==> src/rtl/tdm_sync_pkg.sv <==
package tdm_sync_pkg;
  // Strobes from the control to the counter datapath
  typedef struct packed {
    logic clear;        // not running: zero all framing state
    logic tick;         // running and a bit tick is present
    logic restartNow;   // this tick becomes bit 0
    logic restartNext;  // the following tick becomes bit 0
    logic master;       // drive the sync line and free-run from start
  } syncStrobes_t;
endpackage

==> src/rtl/tdm_sync_ctrl.sv <==
module tdm_sync_ctrl
  import tdm_sync_pkg::*;
#(
  parameter int DIV_W = 10,
  parameter int LEN_W = 6,
  parameter int CNT_W = 4
) (
  input  logic             clk,
  input  logic             rstN,
  input  logic             bitTick,
  input  logic             globalEn,
  input  logic             slaveSel,
  input  logic             longSync,
  input  logic             earlySync,
  input  logic [DIV_W-1:0] frameDiv,
  input  logic [LEN_W-1:0] txSlotLen,
  input  logic [LEN_W-1:0] rxSlotLen,
  input  logic [CNT_W-1:0] slotCount,
  input  logic             extSync,
  input  logic             active,
  input  logic             wrapNow,
  input  logic             lastNext,
  output syncStrobes_t     st,
  output logic [LEN_W-1:0] maxLen,
  output logic             cfgIllegal,
  output logic             syncErr
);
  localparam int PW = LEN_W + CNT_W;
  localparam int CW = ((DIV_W + 1) > PW) ? (DIV_W + 1) : PW;

  logic [CW-1:0] periodW;
  logic [CW-1:0] needW;
  logic [CW-1:0] lenW;
  logic          runNow;
  logic          prevSync;
  logic          syncEdge;
  logic          edgeOnTime;

  // the wider of the two slot lengths sets the framing
  assign maxLen  = (txSlotLen >= rxSlotLen) ? txSlotLen : rxSlotLen;
  assign periodW = CW'(frameDiv) + CW'(1);
  assign needW   = CW'(maxLen) * CW'(slotCount);
  assign lenW    = CW'(maxLen);

  // legality of the frame geometry
  assign cfgIllegal = (maxLen == '0) || (slotCount == '0) || (periodW < needW) ||
                      (longSync && (periodW <= lenW));

  assign runNow   = globalEn && !cfgIllegal;
  assign syncEdge = runNow && slaveSel && bitTick && extSync && !prevSync;

  always_comb begin
    st.clear       = !runNow;
    st.tick        = runNow && bitTick;
    st.master      = !slaveSel;
    st.restartNow  = syncEdge && (longSync || !earlySync);
    st.restartNext = syncEdge && !longSync && earlySync;
  end

  // Expected position for a valid edge depends on the sync placement
  assign edgeOnTime = (longSync || !earlySync) ? wrapNow : lastNext;

  always_ff @(posedge clk) begin
    if (!rstN || !runNow || !slaveSel) prevSync <= 1'b0;
    else if (bitTick)                  prevSync <= extSync;
  end

  always_ff @(posedge clk) begin
    if (!rstN || !globalEn)                     syncErr <= 1'b0;
    else if (syncEdge && active && !edgeOnTime) syncErr <= 1'b1;
  end

  assert_err_sticky_R9: assert property (@(posedge clk) disable iff (!rstN)
    (globalEn && $past(syncErr)) |-> syncErr);

endmodule

==> src/rtl/tdm_sync_dp.sv <==
module tdm_sync_dp
  import tdm_sync_pkg::*;
#(
  parameter int DIV_W = 10,
  parameter int LEN_W = 6,
  parameter int CNT_W = 4
) (
  input  logic             clk,
  input  logic             rstN,
  input  syncStrobes_t     st,
  input  logic [DIV_W-1:0] frameDiv,
  input  logic [LEN_W-1:0] maxLen,
  input  logic [CNT_W-1:0] slotCount,
  input  logic             longSync,
  input  logic             earlySync,
  output logic             frameSync,
  output logic             frameStart,
  output logic [CNT_W-1:0] slotIdx,
  output logic [LEN_W-1:0] bitIdx,
  output logic             active,
  output logic             wrapNow,
  output logic             lastNext
);
  localparam int MW = (DIV_W > LEN_W) ? DIV_W : LEN_W;

  logic [DIV_W-1:0] pos;
  logic             pending;
  logic             forceZero;
  logic             go;
  logic [DIV_W-1:0] nextPos;
  logic [LEN_W-1:0] nextBit;
  logic [CNT_W-1:0] nextSlot;
  logic             syncNext;

  assign wrapNow  = active && (pos == frameDiv);
  assign lastNext = active && ((DIV_W+1)'(pos) + (DIV_W+1)'(1) == (DIV_W+1)'(frameDiv));

  always_comb begin
    forceZero = st.restartNow || pending;
    go        = st.tick && (forceZero || active || st.master);
    if (forceZero || !active || wrapNow) nextPos = '0;
    else                                 nextPos = pos + DIV_W'(1);

    // indices follow the position, slot saturates in padding
    if (nextPos == '0) begin
      nextBit  = '0;
      nextSlot = '0;
    end else if (bitIdx == maxLen - LEN_W'(1)) begin
      nextBit  = '0;
      nextSlot = (slotIdx < slotCount) ? slotIdx + CNT_W'(1) : slotIdx;
    end else begin
      nextBit  = bitIdx + LEN_W'(1);
      nextSlot = slotIdx;
    end

    if (!st.master)    syncNext = 1'b0;
    else if (longSync) syncNext = MW'(nextPos) < MW'(maxLen);
    else if (earlySync) syncNext = (nextPos == frameDiv);
    else               syncNext = (nextPos == '0);
  end

  always_ff @(posedge clk) begin
    if (!rstN || st.clear) begin
      active     <= 1'b0;
      pos        <= '0;
      pending    <= 1'b0;
      bitIdx     <= '0;
      slotIdx    <= '0;
      frameSync  <= 1'b0;
      frameStart <= 1'b0;
    end else begin
      frameStart <= 1'b0;
      if (st.tick) pending <= st.restartNext;
      if (go) begin
        active     <= 1'b1;
        pos        <= nextPos;
        bitIdx     <= nextBit;
        slotIdx    <= nextSlot;
        frameSync  <= syncNext;
        frameStart <= (nextPos == '0);
      end
    end
  end

  assert_start_on_tick_R1: assert property (@(posedge clk) disable iff (!rstN)
    frameStart |-> $past(st.tick));
  assert_start_zero_idx_R10: assert property (@(posedge clk) disable iff (!rstN)
    frameStart |-> (bitIdx == '0 && slotIdx == '0));
  assert_slave_quiet_R8: assert property (@(posedge clk) disable iff (!rstN)
    $past(!st.master && st.tick) |-> !frameSync);

endmodule

==> src/rtl/tdm_sync_gen.sv <==
module tdm_sync_gen
  import tdm_sync_pkg::*;
#(
  parameter int DIV_W = 10,
  parameter int LEN_W = 6,
  parameter int CNT_W = 4
) (
  input  logic             clk,
  input  logic             rstN,
  input  logic             bitTick,
  input  logic             globalEn,
  input  logic             slaveSel,
  input  logic             longSync,
  input  logic             earlySync,
  input  logic [DIV_W-1:0] frameDiv,
  input  logic [LEN_W-1:0] txSlotLen,
  input  logic [LEN_W-1:0] rxSlotLen,
  input  logic [CNT_W-1:0] slotCount,
  input  logic             extSync,
  output logic             frameSync,
  output logic             frameStart,
  output logic [CNT_W-1:0] slotIdx,
  output logic [LEN_W-1:0] bitIdx,
  output logic             cfgIllegal,
  output logic             syncErr
);
  syncStrobes_t     st;
  logic [LEN_W-1:0] maxLen;
  logic             active;
  logic             wrapNow;
  logic             lastNext;

  tdm_sync_ctrl #(.DIV_W(DIV_W), .LEN_W(LEN_W), .CNT_W(CNT_W)) ctrl_i (
    .clk(clk), .rstN(rstN), .bitTick(bitTick), .globalEn(globalEn),
    .slaveSel(slaveSel), .longSync(longSync), .earlySync(earlySync),
    .frameDiv(frameDiv), .txSlotLen(txSlotLen), .rxSlotLen(rxSlotLen),
    .slotCount(slotCount), .extSync(extSync), .active(active),
    .wrapNow(wrapNow), .lastNext(lastNext), .st(st), .maxLen(maxLen),
    .cfgIllegal(cfgIllegal), .syncErr(syncErr)
  );

  tdm_sync_dp #(.DIV_W(DIV_W), .LEN_W(LEN_W), .CNT_W(CNT_W)) dp_i (
    .clk(clk), .rstN(rstN), .st(st), .frameDiv(frameDiv), .maxLen(maxLen),
    .slotCount(slotCount), .longSync(longSync), .earlySync(earlySync),
    .frameSync(frameSync), .frameStart(frameStart), .slotIdx(slotIdx),
    .bitIdx(bitIdx), .active(active), .wrapNow(wrapNow), .lastNext(lastNext)
  );

  assert_illegal_idle_R5: assert property (@(posedge clk) disable iff (!rstN)
    cfgIllegal |=> (!frameStart && !frameSync));
  assert_disable_clears_R7: assert property (@(posedge clk) disable iff (!rstN)
    !globalEn |=> (!frameStart && !frameSync && bitIdx == '0 && slotIdx == '0 && !syncErr));

endmodule

==> config.mk <==
export PLATFORM = sky130hd
export DESIGN_NAME = tdm_sync_gen
export DESIGN_NICKNAME = d
export VERILOG_FILES = /design/src/rtl/tdm_sync_pkg.sv /design/src/rtl/tdm_sync_ctrl.sv /design/src/rtl/tdm_sync_dp.sv /design/src/rtl/tdm_sync_gen.sv
export SDC_FILE = /design/constraint.sdc
export NUM_CORES = 1
export LEC_CHECK = 0
export BUFFER_PORTS_ARGS = -buffer_cell sky130_fd_sc_hd__buf_2
export CAP_MARGIN = 30
export CORE_UTILIZATION = 45
export CTS_CLUSTER_DIAMETER = 80
export DETAILED_ROUTE_END_ITERATION = 10
export HOLD_SLACK_MARGIN = 0.06
export PLACE_DENSITY = 0.67
export SYNTH_ARGS = -nofsm -noshare
export SYNTH_HDL_FRONTEND = slang
export SYNTH_SLANG_ARGS = --single-unit
export TNS_END_PERCENT = 100
==> constraint.sdc <==
create_clock -name clk -period 8.9 [get_ports clk]
set_input_delay 1.78 -clock clk [delete_from_list [all_inputs] [get_ports clk]]
set_output_delay 1.78 -clock clk [all_outputs]
set_load 0.05 [all_outputs]
==> flow_summary.json <==
{
  "outcome": "completed",
  "dieArea_um2": 9030,
  "grt_pass1_wl_um": 17200,
  "via_count": 3711,
  "place.detailed.hpwl_um": 8570,
  "place_inst": 652,
  "cp.required_ns": 7.12,
  "yosysSeqAreaShare_pct": 13.4,
  "synth_nets": 596,
  "async_flop_share_pct": 0,
  "antenna_found_initial": 0,
  "crit_type": "in2out",
  "mostFrequentLayoutCell": "nor2_1",
  "rrSetupSlack_ns": 5.17,
  "finalClockSkew_ns": 0.00838,
  "vdd.ir_drop.worst_mv": 0.115,
  "io_buffer_count": 47,
  "dominantRegCellSynth": "dfxtp_1",
  "grt_max_degree": 19,
  "p_per_area_nw_per_um2": 112,
  "rows": 33,
  "routed_wl_um": 10500,
  "hold_ws_ns": 0.507,
  "period_share_pct": 97.2,
  "yosysWarnings": 0,
  "numCtsBuffers": 3,
  "diodes": 0,
  "cts_hold_buf": 0,
  "die_x_um": 95.0,
  "grt_pass1_vias": 3583,
  "grt_use_met3_pct": 1.20,
  "nFillCells": 767,
  "clk_pin_slew_ns": 0.09,
  "use_met2_pct": 39.2,
  "max_freq_ghz": 0.116,
  "setup_viol_count_final": 0,
  "min_from": "ctrl_i.syncErr",
  "insertion_delay_ns": 0.28,
  "start_util_pct": 46.9,
  "worstReg2RegStart": "dp_i.pos[9]",
  "track_usage_pct": 24.0,
  "slew_violations": 0,
  "startpoint": "txSlotLen[5]",
  "overflow": 0,
  "core_um2": 8300,
  "postLayoutCoreUtil_pct": 54.9,
  "wl_per_cell_um": 15.9,
  "route.detailed.drc": 0,
  "drtIter0Drc": 142,
  "synth_cell_types": 58,
  "p_leak_nw": 1.89,
  "synth_area_um2": 3890,
  "avgSynthCellArea_um2": 7.71,
  "end_kind": "output pin",
  "arrival_ns": 6.87,
  "clock_sinks": 26,
  "die_height_um": 95.0,
  "finalCriticalPeriod_ns": 8.65,
  "io-pin-count": 48,
  "clockBufferDepth": 2,
  "nets": 646,
  "busiest_layer": "met2",
  "final_cell_mix": "55 x nor2_1, 47 x ha_1, 46 x buf_2",
  "start_kind": "input pin",
  "hold_violations": 0,
  "cap_viol_max_count": 0,
  "place_congestion": 0.946,
  "fin_cells": 659,
  "cts_tree": "yes",
  "multi_input_area_um2": 3260,
  "drtPass1Iterations": 4,
  "drive_gt1_share_pct": 20.9,
  "cts-root-buf": "clkbuf_8",
  "slew_headroom_pct": 52.5,
  "tightest_slew_ns": 0.708,
  "synth_edf_count": 0,
  "met1_usage_pct": 33.7,
  "critPathMaxFanout": 4,
  "holdCritPathClass": "reg2reg",
  "vias_per_cell": 5.63,
  "register_area_um2": 520,
  "syn2layout_area_growth_pct": 17.0,
  "ant_nets": 0,
  "ctsHtreeMaxLevel": 1,
  "syn_inst": 505,
  "ys_ff_latch": 26
}
[metrics by stage]
step	power, mW	setup WS [ns]	TNS, ns	cell area [µm²]
floorplan	0.310	0.0621	0	3900
global placement	0.378	-0.0843	-0.0843	4300
detailed placement	0.382	-0.237	-0.336	4300
CTS	0.489	-0.000145	-0.000145	4390
global route	0.554	-0.0404	-0.0695	4560
finish	0.509	0.253	0	4560
[worst max-delay path, stage by stage]
cell	delay, ns
buf_2	0.12
ha_1	0.34
a21oi_2	0.22
o21ai_4	0.11
a21o_4	0.22
mux2i_4	0.20
nand2b_4	0.15
fa_1	0.49
fa_1	0.54
inv_1	0.07
ha_1	0.29
a21o_1	0.17
a21oi_2	0.15
o21bai_1	0.10
a21oi_2	0.16
o21bai_1	0.09
a21oi_1	0.16
xor2_1	0.18
ha_1	0.26
nand3_1	0.11
nor3_2	0.04
o21ai_1	0.09
o2111ai_1	0.12
o211ai_1	0.39
buf_4	0.28
[cells by family after synthesis]
| logic type | Yosys count | synth area share, % |
|---|---|---|
| and+or+nand+nor | 179 | 23.6 |
| muxes | 18 | 5.49 |
| DFF | 26 | 13.4 |
| xor gates and xnor gates | 54 | 12.1 |
| buffers and inverters | 68 | 7.03 |
| adders and majority gates | 57 | 19.9 |
| AOI/OAI and AO/OA | 103 | 18.5 |
[sequential cells by signal, indices dropped and copies added, names as in the netlist]
name / cells
dp_i.active: 1
dp_i.slotIdx: 4
dp_i.frameStart: 1
ctrl_i.prevSync: 1
ctrl_i.syncErr: 1
dp_i.bitIdx: 6
dp_i.frameSync: 1
dp_i.pos: 10
dp_i.pending: 1
[path summary, 6_finish.rpt]
check                                      end  depth (start not counted)
worst max-delay path                cfgIllegal                         25
worst min-delay path            ctrl_i.syncErr                          2
worst max register to register  dp_i.frameSync                         14
worst min register to register  ctrl_i.syncErr                          2
[routing by layer]
metal | share of wire, % | routed length [µm] | vias to the layer above
met3 | 2.7 | 278 | 15
met2 | 46 | 4840 | 71
li1 | - | - | 1888
met4 | 1.9 | 199 | 0
met1 | 49 | 5140 | 1737
met5 | 0 | 0 | -
[cell usage after synthesis, types with 6 or more instances]
| cell | n | area, µm² |
|---|---|---|
| nand2_1 | 27 | 101 |
| o21ai_0 | 17 | 85.1 |
| nor2_1 | 61 | 229 |
| ha_1 | 49 | 613 |
| clkbuf_1 | 15 | 56.3 |
| buf_2 | 9 | 45.0 |
| a21oi_1 | 27 | 135 |
| fa_1 | 8 | 160 |
| nand3_1 | 18 | 90.1 |
| inv_1 | 43 | 161 |
| nand4_1 | 10 | 62.6 |
| mux2i_1 | 14 | 140 |
| a21o_1 | 8 | 60.1 |
| nand2b_1 | 13 | 81.3 |
| nor3_1 | 8 | 40.0 |
| dfxtp_1 | 26 | 521 |
| xnor2_1 | 36 | 315 |
| o31ai_1 | 6 | 45.0 |
| a211oi_1 | 6 | 45.0 |
| xor2_1 | 18 | 158 |
[area by class of cell]
type	count	share of cell area [%]
Clock buffer	3	0.906
Clock inverter	1	0.659
Inverter	43	3.54
Multi-Input combinational cell	411	71.5
Sequential cell	26	11.4
Tap cell	105	2.88
Timing Repair Buffer	70	9.09
[power breakdown]
part,switching (mW),internal (mW),total [mW]
logic,0.165,0.127,0.293
clock network,0.0389,0.0603,0.0991
registers,0.000530,0.117,0.117
total,0.205,0.304,0.509
[timing repair]
action	CTS	global route
pin swaps	1	14
buffers inserted	1	2
resized for setup	3	31
setup endpoints to repair	1	2
No activity file was read; power rests on OpenSTA's default activity.
